<file path="config.mk">
export PLATFORM = sky130hd
export DESIGN_NAME = keyed_wdt
export DESIGN_NICKNAME = d
export VERILOG_FILES = /design/src/rtl/wdt_pkg.sv /design/src/rtl/wdt_key_decode.sv /design/src/rtl/wdt_prescaler.sv /design/src/rtl/wdt_counter.sv /design/src/rtl/keyed_wdt.sv
export SDC_FILE = /design/constraint.sdc
export NUM_CORES = 1
export LEC_CHECK = 0
export BUFFER_PORTS_ARGS = -buffer_cell sky130_fd_sc_hd__buf_4
export CORE_UTILIZATION = 49
export CTS_CLUSTER_SIZE = 40
export DETAILED_ROUTE_END_ITERATION = 10
export PLACE_DENSITY = 0.83
export SYNTH_ARGS = -nofsm -noshare
export SYNTH_HDL_FRONTEND = slang
export SYNTH_SLANG_ARGS = --single-unit
</file>
<file path="constraint.sdc">
create_clock -name clk -period 2.7 [get_ports clk]
set_input_delay 0.27 -clock clk [delete_from_list [all_inputs] [get_ports clk]]
set_output_delay 0.27 -clock clk [all_outputs]
set_load 0.05 [all_outputs]
</file>
<file path="src/rtl/wdt_pkg.sv">
package wdt_pkg;

  localparam int SEL_W       = 3;
  localparam int EN_BIT      = 7;
  localparam int OVF_BIT     = 4;
  localparam int SHIFT_W     = 4;

  typedef struct packed {
    logic             en;
    logic             ovf;
    logic [SEL_W-1:0] sel;
  } ctl_t;

  // Prescale ratio as a power of two: 1,4,16,32,64,256,1024,4096
  function automatic logic [SHIFT_W-1:0] sel_to_shift(input logic [SEL_W-1:0] s);
    case (s)
      3'd0:    return 4'd0;
      3'd1:    return 4'd2;
      3'd2:    return 4'd4;
      3'd3:    return 4'd5;
      3'd4:    return 4'd6;
      3'd5:    return 4'd8;
      3'd6:    return 4'd10;
      default: return 4'd12;
    endcase
  endfunction

  function automatic logic [7:0] ctl_image(input ctl_t c);
    logic [7:0] v;
    v            = '0;
    v[EN_BIT]    = c.en;
    v[OVF_BIT]   = c.ovf;
    v[SEL_W-1:0] = c.sel;
    return v;
  endfunction

endpackage

</file>
<file path="src/rtl/wdt_key_decode.sv">
module wdt_key_decode #(
  parameter int          ADDR_W  = 3,
  parameter int          DATA_W  = 16,
  parameter int          KEY_W   = 8,
  parameter logic [2:0]  OFF_CNT = 3'h0,
  parameter logic [2:0]  OFF_CTL = 3'h4,
  parameter logic [7:0]  KEY_CNT = 8'h5A,
  parameter logic [7:0]  KEY_CTL = 8'hA5
) (
  input  logic              wr_en,
  input  logic [ADDR_W-1:0] wr_addr,
  input  logic [DATA_W-1:0] wr_data,
  output logic              cnt_we,
  output logic              ctl_we
);

  localparam int KEY_LSB = DATA_W - KEY_W;

  logic [KEY_W-1:0] key;

  always_comb begin
    key    = wr_data[DATA_W-1:KEY_LSB];
    cnt_we = wr_en && (wr_addr == ADDR_W'(OFF_CNT)) && (key == KEY_W'(KEY_CNT));
    ctl_we = wr_en && (wr_addr == ADDR_W'(OFF_CTL)) && (key == KEY_W'(KEY_CTL));
  end

endmodule

</file>
<file path="src/rtl/wdt_prescaler.sv">
module wdt_prescaler
  import wdt_pkg::*;
#(
  parameter int PRE_W = 12
) (
  input  logic             clk,
  input  logic             rst,
  input  logic             en,
  input  logic             gate_open,
  input  logic             ref_pulse,
  input  logic             clr,
  input  logic [SEL_W-1:0] sel,
  output logic             tick
);

  localparam int WIDE_W = PRE_W + 1;

  logic [PRE_W-1:0]  pre_q;
  logic [WIDE_W-1:0] span;
  logic [PRE_W-1:0]  mask;
  logic              step;

  always_comb begin
    span = (WIDE_W'(1) << sel_to_shift(sel)) - WIDE_W'(1);
    mask = span[PRE_W-1:0];
    step = en && gate_open && ref_pulse;
    tick = step && ((pre_q & mask) == mask);
  end

  always_ff @(posedge clk) begin
    if (rst || clr || !en) begin
      pre_q <= '0;
    end else if (step) begin
      pre_q <= pre_q + PRE_W'(1);
    end
  end

endmodule

</file>
<file path="src/rtl/wdt_counter.sv">
module wdt_counter #(
  parameter int CNT_W = 8
) (
  input  logic             clk,
  input  logic             rst,
  input  logic             tick,
  input  logic             ld,
  input  logic [CNT_W-1:0] ld_val,
  output logic [CNT_W-1:0] cnt,
  output logic             wrap
);

  logic [CNT_W-1:0] cnt_q;

  always_ff @(posedge clk) begin
    if (rst) begin
      cnt_q <= '0;
    end else if (ld) begin
      cnt_q <= ld_val;
    end else if (tick) begin
      cnt_q <= cnt_q + CNT_W'(1);
    end
  end

  always_comb begin
    cnt  = cnt_q;
    wrap = tick && !ld && (cnt_q == {CNT_W{1'b1}});
  end

endmodule

</file>
<file path="src/rtl/keyed_wdt.sv">
module keyed_wdt
  import wdt_pkg::*;
#(
  parameter int         ADDR_W  = 3,
  parameter int         DATA_W  = 16,
  parameter int         CNT_W   = 8,
  parameter int         PRE_W   = 12,
  parameter logic [2:0] OFF_CNT = 3'h0,
  parameter logic [2:0] OFF_CTL = 3'h4,
  parameter logic [7:0] KEY_CNT = 8'h5A,
  parameter logic [7:0] KEY_CTL = 8'hA5
) (
  input  logic              clk,
  input  logic              rst,
  input  logic              wr_en,
  input  logic [ADDR_W-1:0] wr_addr,
  input  logic [DATA_W-1:0] wr_data,
  input  logic [ADDR_W-1:0] rd_addr,
  output logic [DATA_W-1:0] rd_data,
  input  logic              ref_pulse,
  input  logic              mod_stop,
  output logic              rst_req
);

  logic             cnt_we;
  logic             ctl_we;
  logic             tick;
  logic             wrap;
  logic [CNT_W-1:0] cnt_q;
  ctl_t             ctl_q;
  logic             rst_req_q;
  logic [DATA_W-1:0] rd_q;

  wdt_key_decode #(
    .ADDR_W (ADDR_W),
    .DATA_W (DATA_W),
    .KEY_W  (8),
    .OFF_CNT(OFF_CNT),
    .OFF_CTL(OFF_CTL),
    .KEY_CNT(KEY_CNT),
    .KEY_CTL(KEY_CTL)
  ) u_dec (
    .wr_en  (wr_en),
    .wr_addr(wr_addr),
    .wr_data(wr_data),
    .cnt_we (cnt_we),
    .ctl_we (ctl_we)
  );

  wdt_prescaler #(
    .PRE_W(PRE_W)
  ) u_pre (
    .clk      (clk),
    .rst      (rst),
    .en       (ctl_q.en),
    .gate_open(!mod_stop),
    .ref_pulse(ref_pulse),
    .clr      (ctl_we),
    .sel      (ctl_q.sel),
    .tick     (tick)
  );

  wdt_counter #(
    .CNT_W(CNT_W)
  ) u_cnt (
    .clk   (clk),
    .rst   (rst),
    .tick  (tick),
    .ld    (cnt_we),
    .ld_val(wr_data[CNT_W-1:0]),
    .cnt   (cnt_q),
    .wrap  (wrap)
  );

  // Control register; a wrap on the same edge always leaves the flag set
  always_ff @(posedge clk) begin
    if (rst) begin
      ctl_q <= '0;
    end else begin
      if (ctl_we) begin
        ctl_q.en  <= wr_data[EN_BIT];
        ctl_q.sel <= wr_data[SEL_W-1:0];
        ctl_q.ovf <= wrap || (ctl_q.ovf && wr_data[OVF_BIT]);
      end else if (wrap) begin
        ctl_q.ovf <= 1'b1;
      end
    end
  end

  always_ff @(posedge clk) begin
    if (rst) begin
      rst_req_q <= 1'b0;
    end else begin
      rst_req_q <= wrap;
    end
  end

  always_ff @(posedge clk) begin
    if (rst) begin
      rd_q <= '0;
    end else if (rd_addr == ADDR_W'(OFF_CNT)) begin
      rd_q <= DATA_W'(cnt_q);
    end else if (rd_addr == ADDR_W'(OFF_CTL)) begin
      rd_q <= DATA_W'(ctl_image(ctl_q));
    end else begin
      rd_q <= '0;
    end
  end

  assign rd_data = rd_q;
  assign rst_req = rst_req_q;

endmodule

</file>
* After elaboration in Yosys (flattened, before gate mapping)
Index checks and enable logic that the tools add are counted.
Widths: inputs -> output; s select.
** Cells by class
- Shifts and indexed selects :: 1
- Equal/unequal tests :: 12
- Add/subtract/negate cells :: 3
- Bitwise operators :: 1
- Reductions and logical operators :: 22
- Mux-type cells :: 7
** Operators by type and width (count)
- $mux 8 :: 4
- $pmux 4 s7 :: 1
- $eq 8x8->1 const B :: 2
- $eq 3x3->1 const B :: 5
- $add 12x1->12 const B :: 1
- $and 12x12->12 :: 1
- $eq 12x12->1 :: 1
- $shl 1x4->12 const A :: 1
- $sub 12x2->12 const B :: 1
- $logic_and 1x1->1 :: 10
- $logic_not 3->1 :: 3
- $add 8x1->8 const B :: 1
- $eq 8x7->1 const B :: 1
- $eq 3x2->1 const B :: 2
- $reduce_bool 2->1 :: 2
- $eq 3x1->1 const B :: 1
- $logic_not 1->1 :: 3
- $logic_or 1x1->1 :: 3
- $mux 1 :: 2
- $reduce_or 2->1 :: 1
** Storage, ports and cells
- Input port bits :: 27
- Flip-flop bits (word level) :: 42
- Word-level logic and storage cells :: 54
- Output and inout bits :: 17

* Longest topological paths before layout
- Depth in word-level cells :: 11
- Mapped depth :: 10

* Hierarchy
Synthesis repeated with hierarchy kept, for this count alone.
** Second synthesis, totals
- Cells, all modules :: 215
- Area, all modules :: 1874.3 µm²
** Modules (own cells, without submodules)
- wdt_prescaler :: cells each 98, area an instance 793.3 µm², instances 1
- keyed_wdt :: cells each 53, area an instance 549.3 µm², instances 1
- wdt_counter :: cells each 55, area an instance 456.7 µm², instances 1
- wdt_key_decode :: cells each 9, area an instance 75.1 µm², instances 1

* Worst setup path after synthesis
Ideal clock, no wire load.
- Path type :: register to register
- Start :: reg, netlist name ctl_q[1]
- End :: reg u_cnt.cnt_q[4], in the netlist u_cnt.cnt[4]
- Period minus slack after synthesis :: 2.491 ns
- Data required time :: 2.580 ns
- Slack :: 0.209 ns
- Cell stages (with the launch flop) :: 11
- Path buffers :: 2
- Data arrival time :: 2.371 ns
- Setup time :: 0.120 ns
- Cells stage by stage :: dfxtp_1 > buf_4 > or3_1 > ha_1 > inv_1 > o31ai_1 > a221o_1 > nor4b_4 > buf_6 > a21oi_1 > a211o_1
** On the way
- Word-level cells in the longest chain between the ends :: 8
- Elaborated cells on any way between the ends :: 14
- Classes of those cells :: 1 x add/sub; 7 x eq/ne; 1 x shift; 1 x mux; 1 x bitwise; 3 x reduce/logical
** RTL lines
- $eq 3x3->1 (tied with other cells) :: line wdt_pkg.sv:16 : case (s)
- $pmux 4 s7 * :: line wdt_pkg.sv:16
- $shl 1x4->12 * :: line wdt_prescaler.sv:24 : span = (WIDE_W'(1) << sel_to_shift(sel)) - WIDE_W'(1);
- $sub 12x2->12 * :: line wdt_prescaler.sv:24
- $and 12x12->12 :: line wdt_prescaler.sv:27 : tick = step && ((pre_q & mask) == mask);
- $eq 12x12->1 * :: line wdt_prescaler.sv:27
- $logic_and 1x1->1 * :: line wdt_prescaler.sv:27
- $reduce_bool 2->1 (no source line) *
- end signal: assignment :: line wdt_counter.sv:19 : cnt_q <= ld_val;
- end signal: assignment :: line wdt_counter.sv:21 : cnt_q <= cnt_q + CNT_W'(1);
- end: declaration :: line wdt_counter.sv:13 : logic [CNT_W-1:0] cnt_q;
Every way passes the cells marked *; elsewhere a longest branch is shown, timed or not.
A chain may end at the register's enable or synchronous reset.

* Final worst setup path
- Start :: reg, netlist name ctl_q[2]
- End :: reg u_cnt.cnt_q[7], in the netlist u_cnt.cnt[7]
** On the way
- Word-level cells in the longest chain between the ends :: 8
- Elaborated cells on any way between the ends :: 14
- Classes of those cells :: 1 x add/sub; 7 x eq/ne; 1 x shift; 1 x mux; 1 x bitwise; 3 x reduce/logical
** RTL lines (line)
- $eq 3x3->1 (tied with other cells) :: wdt_pkg.sv:16
- $pmux 4 s7 * :: wdt_pkg.sv:16
- $shl 1x4->12 * :: wdt_prescaler.sv:24
- $sub 12x2->12 * :: wdt_prescaler.sv:24
- $and 12x12->12 :: wdt_prescaler.sv:27
- $eq 12x12->1 * :: wdt_prescaler.sv:27
- $logic_and 1x1->1 * :: wdt_prescaler.sv:27
- $reduce_bool 2->1 (no source line) *
Marked as above.

==> impl_metrics.env <==
export IMPL_status="finished, final reports clean"
export IMPL_io_buffers=35
export IMPL_via_per_inst=5.52
export IMPL_die_w_um=64.2
export IMPL_fillers=316
export IMPL_antennaDiodeCount=0
export IMPL_slowest_stage="or3_1"
export IMPL_cts_buffer_depth=2
export IMPL_yosys_warnings=0
export IMPL_numClockSinks=34
export IMPL_drt_iter0_drc=69
export IMPL_grt_max_degree=18
export IMPL_clock_skew_ps=9.23
export IMPL_drv_slew=0
export IMPL_ir_drop_mv=0.308
export IMPL_layout_commonest_cell="buf_4"
export IMPL_crit_fanout=11
export IMPL_syn_to_final_growth_pct=19.6
export IMPL_rsz0062_at_grt="false"
export IMPL_wl_per_cell_um=13.0
export IMPL_first_pass_iters=4
export IMPL_synth_edf_count=0
export IMPL_regArea_um2=681
export IMPL_hp_class="input pin to flop"
export IMPL_synth_seq_cells=34
export IMPL_synth_area_leaders="dfxtp_1 36%, mux2i_1 9.0%, nor2_1 6.5%"
export IMPL_pre_cts_slack_ps=130
export IMPL_die_area_um2=4120
export IMPL_syn_area_per_cell_um2=8.66
export IMPL_min_period_ps=2530
export IMPL_dr_total_vias=1677
export IMPL_critPathArrivalTime_ps=2740
export IMPL_synth_cell_types=51
export IMPL_fin_nets=285
export IMPL_required_ps=2910
export IMPL_core_area_um2=3690
export IMPL_cp_num_buf_inv=2
export IMPL_netlist_area_um2=1900
export IMPL_path_delay_family="simple AND/OR/NAND/NOR gates"
export IMPL_cts_root_buffer="clkbuf_8"
export IMPL_cts_inserted_buffers=5
export IMPL_path_cells="or3_1 -> ha_1 -> inv_2 -> o31ai_1 -> a221o_1 -> nor4b_4 -> buf_6 -> nand4b_1 -> a311oi_2"
export IMPL_fin_tns_setup_ps=0
export IMPL_hpwl_um=2910
export IMPL_p_leak_nw=0.938
export IMPL_grt_remaining_overflow=0
export IMPL_io_pins=44
export IMPL_gp_congestion=0.873
export IMPL_hold_buffers=0
export IMPL_worstSetupEndpointType="flop"
export IMPL_grt_pass1_wl_um=6990
export IMPL_syn_inst=219
export IMPL_async_flop_share=0
export IMPL_drive_above_1_share=0.219
export IMPL_finalHoldViolCount=0
export IMPL_start_kind="flop"
export IMPL_maxCapViolCount=0
export IMPL_antenna_found_initial=0
export IMPL_grt_pass1_vias=1569
export IMPL_final_cell_mix="40 x buf_4, 34 x dfxtp_1, 33 x nor2_1, 17 x mux2i_1, 13 x nand2_1"
export IMPL_cts_tree="built"
export IMPL_htree_levels=2
export IMPL_postLayoutCoreUtil=0.615
export IMPL_drc_errors=0
export IMPL_wirelength_um=3960
export IMPL_yosysTopAreaCell="dfxtp_1"
export IMPL_fp_dieH_um=64.2
export IMPL_path_clk_slew_ps=70
export IMPL_power_density_nw_per_um2=425
export IMPL_initial_core_util=0.514
export IMPL_clk_latency_ps=290
export IMPL_synthFlopType="dfxtp_1"
export IMPL_postRouteAntennaNets=0
export IMPL_fin_crit_sh=0.935
export IMPL_cpPeakStageDelay_ps=400
export IMPL_finalWorstSetupSlack_ps=175
export IMPL_path_class="flop to flop"
export IMPL_yosys_area_top_type_share=0.359
export IMPL_core_rowCount=22
export IMPL_grt_total_usage=0.219
export IMPL_max_freq_mhz=396
export IMPL_setup_viol_count_final=0
export IMPL_ys_seq_area_frac=0.359
export IMPL_multi_input_area_um2=1100
==> routing by layer <==
metal	vias to the layer above	wire, um	share of wire	global-route usage
met4	0	68	0.017	0.0972
met3	7	215	0.054	0.0500
met2	66	1840	0.47	0.352
li1	827	-	-	-
met1	777	1830	0.46	0.277
met5	-	0	0	0
==> kinds of logic (layout without fill, tap and decap cells) <==
group,count (synthesis),after routing,share of synthesized area
AOI/OAI and AO/OA,32,32,0.123
DFF,34,34,0.359
adders and majority gates,3,3,0.0198
other,2,9,0.00396
muxes,17,17,0.0897
buffers and inverters,25,55,0.0739
and+or+nand+nor,95,95,0.280
xor gates and xnor gates,11,11,0.0508
==> Yosys cell counts, types with 3 or more instances <==
| cell | instances |
|---|---|
| xor2_1 | 8 |
| dfxtp_1 | 34 |
| inv_1 | 5 |
| nand3b_1 | 3 |
| nand2_1 | 13 |
| clkbuf_1 | 7 |
| or3_1 | 5 |
| nor2b_1 | 7 |
| o21ai_0 | 5 |
| buf_4 | 10 |
| a21oi_1 | 8 |
| nor2_1 | 33 |
| ha_1 | 3 |
| xnor2_1 | 3 |
| nand4_1 | 9 |
| mux2i_1 | 17 |
| and2_1 | 4 |
| nor4bb_1 | 3 |
==> timing repair <==
action	in CTS	in global routing
gates resized for setup	0	2
endpoints found under the setup margin	0	2
buffers inserted	0	0
==> worst register-to-register path, stage by stage (launching register included) <==
cell and delay (ps):
dfxtp_1 310, or3_1 400, ha_1 290, inv_2 110, o31ai_1 70, a221o_1 400, nor4b_4 290, buf_6 190
nand4b_1 140, a311oi_2 240
==> worst paths after layout <==
kind,from,slack (ps),endpoint,depth (start not counted)
max,ctl_q[2]$_SDFFE_PP0P_,170,u_cnt.cnt[7]$_SDFFE_PP0P_,9
min,wr_data[1],200,u_cnt.cnt[1]$_SDFFE_PP0P_,3
max reg2reg,ctl_q[2]$_SDFFE_PP0P_,170,u_cnt.cnt[7]$_SDFFE_PP0P_,9
min reg2reg,u_pre.pre_q[11]$_SDFFE_PP0P_,490,u_pre.pre_q[11]$_SDFFE_PP0P_,2
==> through the flow <==
stage	hold slack [ps]	area (um^2)	std cells	total power [W]
after floorplan	385	1920	226	0.000562
after global placement	468	2170	296	0.000586
after detailed placement	486	2170	296	0.000587
after CTS	194	2260	304	0.000965
after global routing	229	2270	304	0.000995
final	197	2270	304	0.000963
==> registers in the layout (all words and copies together), names as in the netlist <==
| name | count |
|---|---|
| ctl_q | 5 |
| rd_data | 8 |
| u_cnt.cnt | 8 |
| u_pre.pre_q | 12 |
| rst_req | 1 |
==> area by class of cell <==
| cell class | count | area share |
|---|---|---|
| Sequential cell | 34 | 0.300 |
| Tap cell | 48 | 0.0265 |
| Clock inverter | 1 | 0.00221 |
| Multi-Input combinational cell | 167 | 0.486 |
| Timing Repair Buffer | 41 | 0.137 |
| Clock buffer | 7 | 0.0381 |
| Inverter | 6 | 0.00993 |
==> power breakdown <==
| group | switching, W | total, W | internal (W) |
|---|---|---|---|
| sequential | 0.000000659 | 0.000502 | 0.000502 |
| combinational | 0.0000425 | 0.0000733 | 0.0000307 |
| clock | 0.000182 | 0.000387 | 0.000206 |
(Power assumes the default switching activity.)
